[src/rtl/cal_pkg.sv]
package cal_pkg;
  localparam int DW     = 8;
  localparam int NREG   = 8;
  localparam int AW     = $clog2(NREG);

  typedef struct packed {
    logic [DW-1:0] cen;
    logic [DW-1:0] yr;
    logic [DW-1:0] mon;
    logic [DW-1:0] date;
    logic [DW-1:0] day;
    logic [DW-1:0] hr;
    logic [DW-1:0] min;
    logic [DW-1:0] sec;
  } cal_time_t;

  localparam cal_time_t CAL_RESET = '{cen: 8'h00, yr: 8'h00, mon: 8'h01, date: 8'h01,
                                      day: 8'h01, hr: 8'h00, min: 8'h00, sec: 8'h00};

  function automatic logic [DW-1:0] reg_mask(input logic [AW-1:0] a);
    case (a)
      3'd0, 3'd1: return 8'h7F;
      3'd2, 3'd4, 3'd7: return 8'h3F;
      3'd3: return 8'h07;
      default: return 8'hFF;
    endcase
  endfunction

  function automatic logic is_leap(input logic [DW-1:0] y);
    if (y[4]) return (y[3:0] == 4'd2) || (y[3:0] == 4'd6);
    return (y[3:0] == 4'd0) || (y[3:0] == 4'd4) || (y[3:0] == 4'd8);
  endfunction

  function automatic logic [DW-1:0] month_last(input logic [4:0] m, input logic [DW-1:0] y);
    case (m)
      5'h02: return is_leap(y) ? 8'h29 : 8'h28;
      5'h04, 5'h06, 5'h09, 5'h11: return 8'h30;
      default: return 8'h31;
    endcase
  endfunction
endpackage

[src/rtl/cal_bcd_step.sv]
module cal_bcd_step #(
  parameter int W = 8
) (
  input  logic [W-1:0] val_i,
  input  logic [W-1:0] first_i,
  input  logic [W-1:0] last_i,
  input  logic         en_i,
  output logic [W-1:0] nxt_o,
  output logic         wrap_o
);
  logic [W-1:0] inc;

  always_comb begin
    if (val_i[3:0] >= 4'd9) inc = {val_i[W-1:4] + 1'b1, 4'h0};
    else                    inc = val_i + 1'b1;
  end

  // at-or-beyond top wraps, so out-of-range loads recover
  assign wrap_o = en_i && (val_i >= last_i);
  assign nxt_o  = !en_i ? val_i : (wrap_o ? first_i : inc);
endmodule

[src/rtl/cal_time_core.sv]
module cal_time_core
  import cal_pkg::*;
(
  input  logic          clk_i,
  input  logic          rst_ni,
  input  logic          tick_i,
  input  logic          load_i,
  input  cal_time_t     ld_val_i,
  input  logic          wr_i,
  input  logic [AW-1:0] addr_i,
  input  logic [DW-1:0] wdata_i,
  output cal_time_t     cur_o,
  output logic          pulse_o
);
  cal_time_t cur_q, nxt;
  logic adv, stop;
  logic s_w, m_w, h_w, dt_w, mo_w, y_w;
  logic [DW-1:0] s_n, m_n, h_n, dy_n, dt_n, y_n, c_n;
  logic [4:0] mo_n;
  logic dy_w_unused;

  assign stop = cur_q.mon[7];
  assign adv  = tick_i && !stop && !load_i && !wr_i;

  cal_bcd_step #(.W(DW)) u_sec (.val_i(cur_q.sec), .first_i(8'h00), .last_i(8'h59),
    .en_i(adv), .nxt_o(s_n), .wrap_o(s_w));
  cal_bcd_step #(.W(DW)) u_min (.val_i(cur_q.min), .first_i(8'h00), .last_i(8'h59),
    .en_i(s_w), .nxt_o(m_n), .wrap_o(m_w));
  cal_bcd_step #(.W(DW)) u_hr (.val_i(cur_q.hr), .first_i(8'h00), .last_i(8'h23),
    .en_i(m_w), .nxt_o(h_n), .wrap_o(h_w));
  cal_bcd_step #(.W(DW)) u_day (.val_i(cur_q.day), .first_i(8'h01), .last_i(8'h07),
    .en_i(h_w), .nxt_o(dy_n), .wrap_o(dy_w_unused));
  cal_bcd_step #(.W(DW)) u_date (.val_i(cur_q.date), .first_i(8'h01),
    .last_i(month_last(cur_q.mon[4:0], cur_q.yr)),
    .en_i(h_w), .nxt_o(dt_n), .wrap_o(dt_w));
  cal_bcd_step #(.W(5)) u_mon (.val_i(cur_q.mon[4:0]), .first_i(5'h01), .last_i(5'h12),
    .en_i(dt_w), .nxt_o(mo_n), .wrap_o(mo_w));
  cal_bcd_step #(.W(DW)) u_yr (.val_i(cur_q.yr), .first_i(8'h00), .last_i(8'h99),
    .en_i(mo_w), .nxt_o(y_n), .wrap_o(y_w));

  always_comb begin
    if (!y_w)                    c_n = cur_q.cen;
    else if (cur_q.cen >= 8'h39) c_n = 8'h00;
    else if (cur_q.cen[3:0] >= 4'd9) c_n = {cur_q.cen[7:4] + 4'd1, 4'h0};
    else                         c_n = cur_q.cen + 8'd1;
  end

  always_comb begin
    nxt      = cur_q;
    nxt.sec  = s_n;
    nxt.min  = m_n;
    nxt.hr   = h_n;
    nxt.day  = dy_n;
    nxt.date = dt_n;
    nxt.mon  = {cur_q.mon[7:5], mo_n};
    nxt.yr   = y_n;
    nxt.cen  = c_n;
  end

  always_ff @(posedge clk_i or negedge rst_ni) begin
    if (!rst_ni) begin
      cur_q   <= CAL_RESET;
      pulse_o <= 1'b0;
    end else begin
      pulse_o <= adv;
      if (load_i)    cur_q <= ld_val_i;
      else if (wr_i) cur_q[{addr_i, 3'b000} +: DW] <= wdata_i & reg_mask(addr_i);
      else if (adv)  cur_q <= nxt;
    end
  end

  assign cur_o = cur_q;
endmodule

[src/rtl/cal_shadow_regs.sv]
module cal_shadow_regs
  import cal_pkg::*;
(
  input  logic          clk_i,
  input  logic          rst_ni,
  input  logic          follow_i,
  input  cal_time_t     cur_i,
  input  logic          wr_i,
  input  logic [AW-1:0] addr_i,
  input  logic [DW-1:0] wdata_i,
  output cal_time_t     ext_o
);
  cal_time_t ext_q;

  always_ff @(posedge clk_i or negedge rst_ni) begin
    if (!rst_ni)       ext_q <= CAL_RESET;
    else if (wr_i)     ext_q[{addr_i, 3'b000} +: DW] <= wdata_i & reg_mask(addr_i);
    else if (follow_i) ext_q <= cur_i;
  end

  assign ext_o = ext_q;
endmodule

[src/rtl/bcd_calendar_clock.sv]
module bcd_calendar_clock
  import cal_pkg::*;
(
  input  logic          clk_i,
  input  logic          rst_ni,
  input  logic          tick_i,
  input  logic          xfer_en_i,
  input  logic          wr_en_i,
  input  logic [AW-1:0] addr_i,
  input  logic [DW-1:0] wdata_i,
  output logic [DW-1:0] rdata_o,
  output logic          sec_pulse_o
);
  cal_time_t cur_t, ext_t;
  logic te_q, load, follow, wr_int, wr_ext, osc_stop;

  always_ff @(posedge clk_i or negedge rst_ni) begin
    if (!rst_ni) te_q <= 1'b1;
    else         te_q <= xfer_en_i;
  end

  assign load     = xfer_en_i && !te_q;
  assign follow   = xfer_en_i && te_q;
  assign wr_int   = wr_en_i && xfer_en_i;
  assign wr_ext   = wr_en_i && !xfer_en_i;
  assign osc_stop = cur_t.mon[7];

  cal_time_core u_core (
    .clk_i, .rst_ni, .tick_i,
    .load_i(load), .ld_val_i(ext_t),
    .wr_i(wr_int), .addr_i, .wdata_i,
    .cur_o(cur_t), .pulse_o(sec_pulse_o)
  );

  cal_shadow_regs u_shadow (
    .clk_i, .rst_ni,
    .follow_i(follow), .cur_i(cur_t),
    .wr_i(wr_ext), .addr_i, .wdata_i,
    .ext_o(ext_t)
  );

  assign rdata_o = ext_t[{addr_i, 3'b000} +: DW];
endmodule

[config.mk]
export PLATFORM = sky130hd
export DESIGN_NAME = bcd_calendar_clock
export DESIGN_NICKNAME = d
export VERILOG_FILES = /design/src/rtl/cal_pkg.sv /design/src/rtl/cal_bcd_step.sv /design/src/rtl/cal_time_core.sv /design/src/rtl/cal_shadow_regs.sv /design/src/rtl/bcd_calendar_clock.sv
export SDC_FILE = /design/constraint.sdc
export NUM_CORES = 1
export LEC_CHECK = 0
export BUFFER_PORTS_ARGS = -buffer_cell sky130_fd_sc_hd__buf_4
export CORE_ASPECT_RATIO = 2
export CORE_UTILIZATION = 30
export DETAILED_ROUTE_END_ITERATION = 8
export PLACE_DENSITY = 0.49
export SLEW_MARGIN = 40
export SYNTH_ARGS = -nofsm -noshare
export SYNTH_HDL_FRONTEND = slang
export SYNTH_SLANG_ARGS = --single-unit
[constraint.sdc]
create_clock -name clk_i -period 3.15 [get_ports clk_i]
set_input_delay 0.315 -clock clk_i [delete_from_list [all_inputs] [get_ports clk_i]]
set_output_delay 0.315 -clock clk_i [all_outputs]
set_load 0.01 [all_outputs]
==> metrics.csv, run 1 <==
stage,metric,value,unit
outcome,status,"finished, violations left",
outcome,violations,setup timing,
timing,worstMarginPinSlew,0.769,ns
pwr,seq_power_share,38.6,%
global_route,track_usage,25.0,%
routing,wirelength,35400,um
global_route,grt-ovfl-total,0,
worst_hold_path,min_to,te_q$_DFF_PN1_,
clock_tree,clk_pin_slew,0.06,ns
cells_and_area,syn_to_final_growth,21.3,%
pwr,switching_share,40.8,%
cells_and_area,fillers,2903,
place,dp_cells,1361,
yosys,synth_edf_count,0,
clock_tree,clkSinkCount,130,
place,gp_congestion,0.940,
clock_tree,ctsLongestPathBuffers,2,
timing,layout_min_cycle_time,3.25,ns
pwr,p_leak,4.51,nW
worst_setup_path,cp-end-kind,flip-flop,
yosys,syn-mean-instance-area,8.84,um2
worst_setup_path,critPathMaxFanout,7,
cells_and_area,final_util,36.9,%
cells_and_area,nets,1096,
worst_setup_path,slowest_stage,or4b_4,
global_route,grt_max_degree,103,
yosys,yosysTopAreaCellShare,35.9,%
worst_setup_path,path_class,flip-flop to flip-flop,
worst_setup_path,reg2reg_depth,11,
yosys,synth_most_common_cell,nand2_1,
timing,fin_skew,0.00875,ns
pwr,power_frac_clock,26.2,%
yosys,synth_area_leaders,"dfrtp_1 (36%), ha_1 (7.0%), nand2_1 (6.3%)",
worst_setup_path,start_kind,flip-flop,
worst_setup_path,arrival,3.60,ns
die,rows,87,
place,dpl.hpwl,26500,um
clock_tree,h-tree-depth,4,
worst_setup_path,r2r_slack,-0.1,ns
die,fp.dieW,122,um
timing,timing.slew.headroom,48.5,%
die,initial_core_util,30.4,%
clock_tree,clk-insertion-delay-late,0.44,ns
timing,worst_slack,-0.0988,ns
cells_and_area,ff_latch_area,3260,um2
clock_tree,cts_tree,yes,
global_route,antenna_found_initial,0,
timing,rsz0062_at_grt,true,
routing,dr.pass1.iters,8,
worst_setup_path,cp.required,3.51,ns
yosys,ys_ff_latch,130,
worst_setup_path,rr_startpoint,u_core.cur_o[41]$_DFFE_PN0P_,
routing,vias,8290,
timing,fmax,308,MHz
clock_tree,ctsRootBufferMaster,clkbuf_16,
yosys,synthCells,970,
pwr,power_density,744,nW/um2
global_route,grt_pass1_vias,8318,
die,io-pin-count,25,
die,core_area,28200,um2
pwr,switchingPower,3.16,mW
worst_setup_path,cp-startpoint,u_core.cur_o[41]$_DFFE_PN0P_,
pwr,combPwrFrac,35.2,%
routing,drc,0,
routing,viasPerCell,5.92,
yosys,yosysWarningCount,0,
yosys,syn_area,8580,um2
timing,period_share,103,%
cells_and_area,drive_gt1_share,19.3,%
pwr,internal_power,4.59,mW
worst_setup_path,worstReg2RegEnd,u_core.cur_o[35]$_DFFE_PN0P_,
yosys,ys_async_sr_fraction,100,%
job,max-cap-violations,0,
timing,drv_slew,0,
die,die_area,29300,um2
timing,hold_violations,0,
yosys,synth_nets,1034,
yosys,yosysSeqAreaShare,38.0,%
place,dp_slack,-0.227,ns
worst_setup_path,cp_cell_sequence,"ha_2, o211ai_1, a2111oi_1, a31oi_1, ha_1, or4b_4, a221oi_4, and2_4, nor3_4, o41a_1, o22ai_1",
cells_and_area,n_antenna_cell,0,
worst_setup_path,max_stage_delay,0.50,ns
routing,wire_per_inst,25.3,um
timing,holdWs,0.0380,ns
die,dieHeight,241,um
routing,drtAntennaViolNets,0,
place,port_buffers,24,
worst_hold_path,hold_depth,1,
timing,setup_violations,22,
global_route,grt_pass1_wl,52400,um
pwr,ir_drop,0.354,mV
yosys,yosysTopAreaCell,dfrtp_1,
routing,drt_iter0_markers,656,
yosys,synth_common_cells,"nand2_1 (144), dfrtp_1 (123), nor2_1 (88)",
clock_tree,cts_inserted_buffers,17,
worst_hold_path,hold_path_class,input pin to flip-flop,
worst_hold_path,min_from,xfer_en_i,
cells_and_area,instances_no_fill,1401,
yosys,synth_flop_cell,dfrtp_1,
cells_and_area,multi_input_area,5090,um2
yosys,yosysUniqueCellTypes,71,
## worst max-delay path, delay by kind of cell (launching register included)
family / cells / cell delay (ns)
DFF: 1 / 0.41
and+or+nand+nor: 3 / 0.80
adders and majority gates: 2 / 0.54
AOI/OAI and AO/OA: 6 / 1.42
## area by class of cell
class / instances / area share, %
multi-input cells: 729 / 48.9
clock inverters: 15 / 1.52
clock buffers: 17 / 4.09
well taps: 356 / 4.28
inverters: 51 / 1.84
repair buffers: 103 / 8.02
flip-flops and latches: 130 / 31.4
## power groups by stage
| stage | Clock (mW) | Combinational (mW) | Sequential (mW) |
|---|---|---|---|
| 6_report | 2.03 | 2.73 | 2.99 |
| 5_1_grt | 2.11 | 3.02 | 3.04 |
| 4_1_cts | 2.05 | 2.65 | 2.97 |
| 3_5_place_dp | 0 | 2.58 | 3.00 |
| 3_3_place_gp | 0 | 2.54 | 3.00 |
| 2_1_floorplan | 0 | 1.67 | 2.66 |
## layout by cell type, fill, tap and decap left out, types with 9 or more instances in the layout
cell       instances
a32oi_1            9
a21oi_1           47
and3_1            13
mux2i_1           11
a211oi_1          11
inv_1             48
a222oi_1          19
a31oi_1            9
nor2_1            88
and2_1             9
dfrtp_1          123
a22o_1            10
o31ai_1            9
o21ai_0           55
o21ai_1           11
ha_1              46
a22oi_1           52
a221o_1           11
nor3_1            14
mux4_2            16
nor2b_1           11
clkbuf_16         17
nand2_1          144
buf_4             94
nand3_1           18
## state kept, by name, summed over array words and instances (netlist names)
name	flops
u_core.pulse_o	1
u_shadow.ext_o	64
u_core.cur_o	64
te_q	1
## logic make-up (layout without fill, tap and decap cells)
group / count (synthesis) / count (layout) / share of synthesized area, %
adders and majority gates: 48 / 48 / 7.00
xor gates and xnor gates: 3 / 3 / 0.306
and+or+nand+nor: 326 / 326 / 17.0
DFF: 130 / 130 / 38.0
AOI/OAI and AO/OA: 320 / 321 / 26.5
muxes: 31 / 31 / 6.01
buffers and inverters: 112 / 186 / 5.13
## metrics by stage
step	area [um2]	TNS, ns	power, mW
floorplan	8590	-0.00398	4.33
global placement	9570	-1.78	5.54
detailed placement	9580	-3.46	5.58
CTS	10300	-1.70	7.68
global route	10400	-5.85	8.17
finish	10400	-1.10	7.74
## how the worst max path moves through the flow
| stage | to | slack [ns] | cells past startpoint |
|---|---|---|---|
| floorplan | u_core.cur_o[48]$_DFFE_PN0P_ | -0.004 | 14 |
| global placement | u_core.cur_o[44]$_DFFE_PN0P_ | -0.15 | 14 |
| detailed placement | u_core.cur_o[38]$_DFFE_PN0P_ | -0.23 | 12 |
| CTS | u_core.cur_o[59]$_DFFE_PN0P_ | -0.12 | 15 |
| global route | u_core.cur_o[35]$_DFFE_PN0P_ | -0.27 | 13 |
| finish | u_core.cur_o[35]$_DFFE_PN0P_ | -0.1 | 11 |
## per-layer routing
metal	vias up	share of wire (%)	track usage, %
met2	316	53	46.6
met4	0	9.0	20.5
li1	3727	-	-
met5	-	0	0
met1	4113	33	24.0
met3	134	4.2	3.14
## what timing repair did
| action | CTS | global route |
|---|---|---|
| hold endpoints to repair | 62 | 0 |
| pin swaps | 18 | 13 |
| endpoints found under the setup margin | 28 | 29 |
| hold buffers | 1 | 0 |
| cloned | 0 | 1 |
| buffers inserted | 1 | 4 |
| gates resized for setup | 23 | 16 |
Note: power is estimated with default switching activity, not from simulation.
==> inputs of run 2 (changes only) <==
--- a/config.mk
+++ b/config.mk
@@ -14,3 +14,4 @@
 export SYNTH_ARGS = -nofsm -noshare
 export SYNTH_HDL_FRONTEND = slang
 export SYNTH_SLANG_ARGS = --single-unit
+export TNS_END_PERCENT = 20
==> metrics.csv, run 2 (same netlist as run 1, synthesis figures left out) <==
stage,metric,value,unit,change
timing,period_share,103,%,-0.58 points
place,dp_slack,-0.227,ns,unchanged
cells_and_area,drive_gt1_share,18.7,%,-0.68 points
global_route,use_met1,24.0,%,about the same
pwr,power_density,745,nW/um2,+0.13%
global_route,grt_pass1_wl,52400,um,about the same
die,dieHeight,241,um,unchanged
pwr,p_leak,4.47,nW,-0.81%
place,dp_cells,1361,,unchanged
worst_setup_path,slowest_stage,or4b_4,,
pwr,finalPower,7.69,mW,-0.76%
timing,rsz0062_at_grt,true,,
global_route,grt_pass1_vias,8306,,-0.14%
global_route,grt-ovfl-total,0,,unchanged
timing,drv_slew,0,,unchanged
global_route,met2_usage,46.5,%,about the same
die,die_area,29300,um2,unchanged
global_route,met3_usage,3.14,%,unchanged
routing,dr.pass1.iters,5,,-3
routing,wire_per_inst,25.2,um,-0.39%
clock_tree,clk-insertion-delay-late,0.44,ns,about the same
place,gp_congestion,0.940,,unchanged
place,port_buffers,24,,unchanged
worst_setup_path,cp_cell_sequence,"ha_2, nand3b_1, o211ai_1, a2111oi_1, a31oi_1, ha_1, or4b_4, a221oi_4, a211o_1, buf_4, o31a_1, buf_12, a21o_1, o2bb2ai_1",,
worst_setup_path,path_class,flip-flop to flip-flop,,
global_route,busiest_layer,met2,,
clock_tree,cts_tree,yes,,
cells_and_area,n_antenna_cell,0,,unchanged
worst_setup_path,start_kind,flip-flop,,
timing,worstMarginPinSlew,0.756,ns,-0.0132 ns
cells_and_area,nets,1091,,-0.46%
timing,setup_violations,17,,-23%
worst_setup_path,critPathMaxFanout,10,,+3
die,io-pin-count,25,,unchanged
clock_tree,cts_inserted_buffers,17,,unchanged
global_route,grt_max_degree,103,,unchanged
cells_and_area,final_cell_mix,"nand2_1 (144), dfrtp_1 (123), buf_4 (91), nor2_1 (88), o21ai_0 (55)",,
routing,wirelength,35200,um,-0.75%
clock_tree,ctsLongestPathBuffers,2,,unchanged
outcome,status,"finished, violations left",,
timing,fmax,310,MHz,+0.57%
worst_hold_path,hold_path_class,input pin to flip-flop,,
routing,drtAntennaViolNets,0,,unchanged
cells_and_area,instances_no_fill,1396,,-0.36%
die,core_area,28200,um2,unchanged
place,dpl.hpwl,26500,um,unchanged
worst_setup_path,cp.required,3.51,ns,about the same
pwr,ir_drop,0.353,mV,-0.27%
global_route,antenna_found_initial,0,,unchanged
job,max-cap-violations,0,,unchanged
outcome,violations,setup timing,,
worst_setup_path,max_stage_delay,0.50,ns,about the same
clock_tree,ctsRootBufferMaster,clkbuf_16,,
cells_and_area,syn_to_final_growth,20.2,%,
die,rows,87,,unchanged
worst_setup_path,cp-end-kind,flip-flop,,
cells_and_area,final_common_cell,nand2_1,,
worst_setup_path,arrival,3.59,ns,about the same
clock_tree,clkSinkCount,130,,unchanged
die,initial_core_util,30.4,%,unchanged
timing,layout_min_cycle_time,3.23,ns,-0.0183 ns
clock_tree,h-tree-depth,4,,unchanged
timing,hold_violations,0,,unchanged
timing,worst_slack,-0.0805,ns,+0.0183 ns
routing,drc,0,,unchanged
routing,viasPerCell,5.85,,-1.1%
clock_tree,clk_pin_slew,0.06,ns,about the same
global_route,track_usage,25.0,%,about the same
timing,timing.slew.headroom,49.4,%,+0.88 points
routing,vias,8167,,-1.5%
die,fp.dieW,122,um,unchanged
timing,fin_skew,0.00907,ns,+0.000326 ns
routing,drt_iter0_markers,689,,+5.0%
## run 2: what timing repair did
item,in CTS,in global routing
hold buffers,1,0
gates resized for setup,21,9
hold endpoints to repair,62,0
setup buffers,1,0
endpoints found under the setup margin,28,29
pin swaps,16,10
## run 2: area by class of cell
type | instances | area, um2
fillers | 2913 | 17900
multi-input cells | 728 | 5030
flip-flops and latches | 130 | 3260
repair buffers | 99 | 801
well taps | 356 | 445
clock buffers | 17 | 425
inverters | 51 | 191
clock inverters | 15 | 158
## run 2: power by group
group	total (mW)	internal [mW]	switching [mW]	leakage [nW]
Clock	2.02	1.17	0.851	0.276
Combinational	2.68	1.18	1.50	2.53
Sequential	2.99	2.21	0.774	1.67
## run 2: path summary, 6_finish.rpt
check	end	start	cells after the start	slack, ns
hold / removal	te_q$_DFF_PN1_	xfer_en_i	1	0.04
min in group asynchronous	u_shadow.ext_o[0]$_DFFE_PN0P_	rst_ni	2	0.45
setup / recovery	u_core.cur_o[59]$_DFFE_PN0P_	u_core.cur_o[49]$_DFFE_PN0P_	14	-0.08
hold reg to reg	u_shadow.ext_o[40]$_DFFE_PN1P_	u_shadow.ext_o[40]$_DFFE_PN1P_	2	0.49
setup reg to reg	u_core.cur_o[59]$_DFFE_PN0P_	u_core.cur_o[49]$_DFFE_PN0P_	14	-0.08
max in group asynchronous	u_core.cur_o[26]$_DFFE_PN0P_	rst_ni	3	1.87
## run 2: routing by layer
| metal | up-vias | part of all wire, % |
|---|---|---|
| met2 | 307 | 54 |
| met5 | - | 0 |
| met1 | 4039 | 33 |
| li1 | 3705 | - |
| met3 | 116 | 4.1 |
| met4 | 0 | 8.4 |
## run 2: worst max-delay path: cells and delay by family (launching register included)
| kind | cells | cell delay, ns |
|---|---|---|
| compound gates | 8 | 1.42 |
| buf+inv | 2 | 0.26 |
| simple gates | 2 | 0.57 |
| flops | 1 | 0.41 |
| fa+ha+maj | 2 | 0.47 |
## run 2: through the flow
| step | utilization (%) | hold WS, ns | setup TNS, ns | cell area [um2] |
|---|---|---|---|---|
| 2_1_floorplan | - | 0.0194 | -0.00398 | 8590 |
| 3_3_place_gp | 33.9 | 0.379 | -1.78 | 9570 |
| 3_5_place_dp | 34.0 | 0.380 | -3.46 | 9580 |
| 4_1_cts | 36.4 | 0.0276 | -1.73 | 10300 |
| 5_1_grt | 36.6 | 0.0359 | -5.71 | 10300 |
| 6_report | 36.6 | 0.0360 | -0.679 | 10300 |
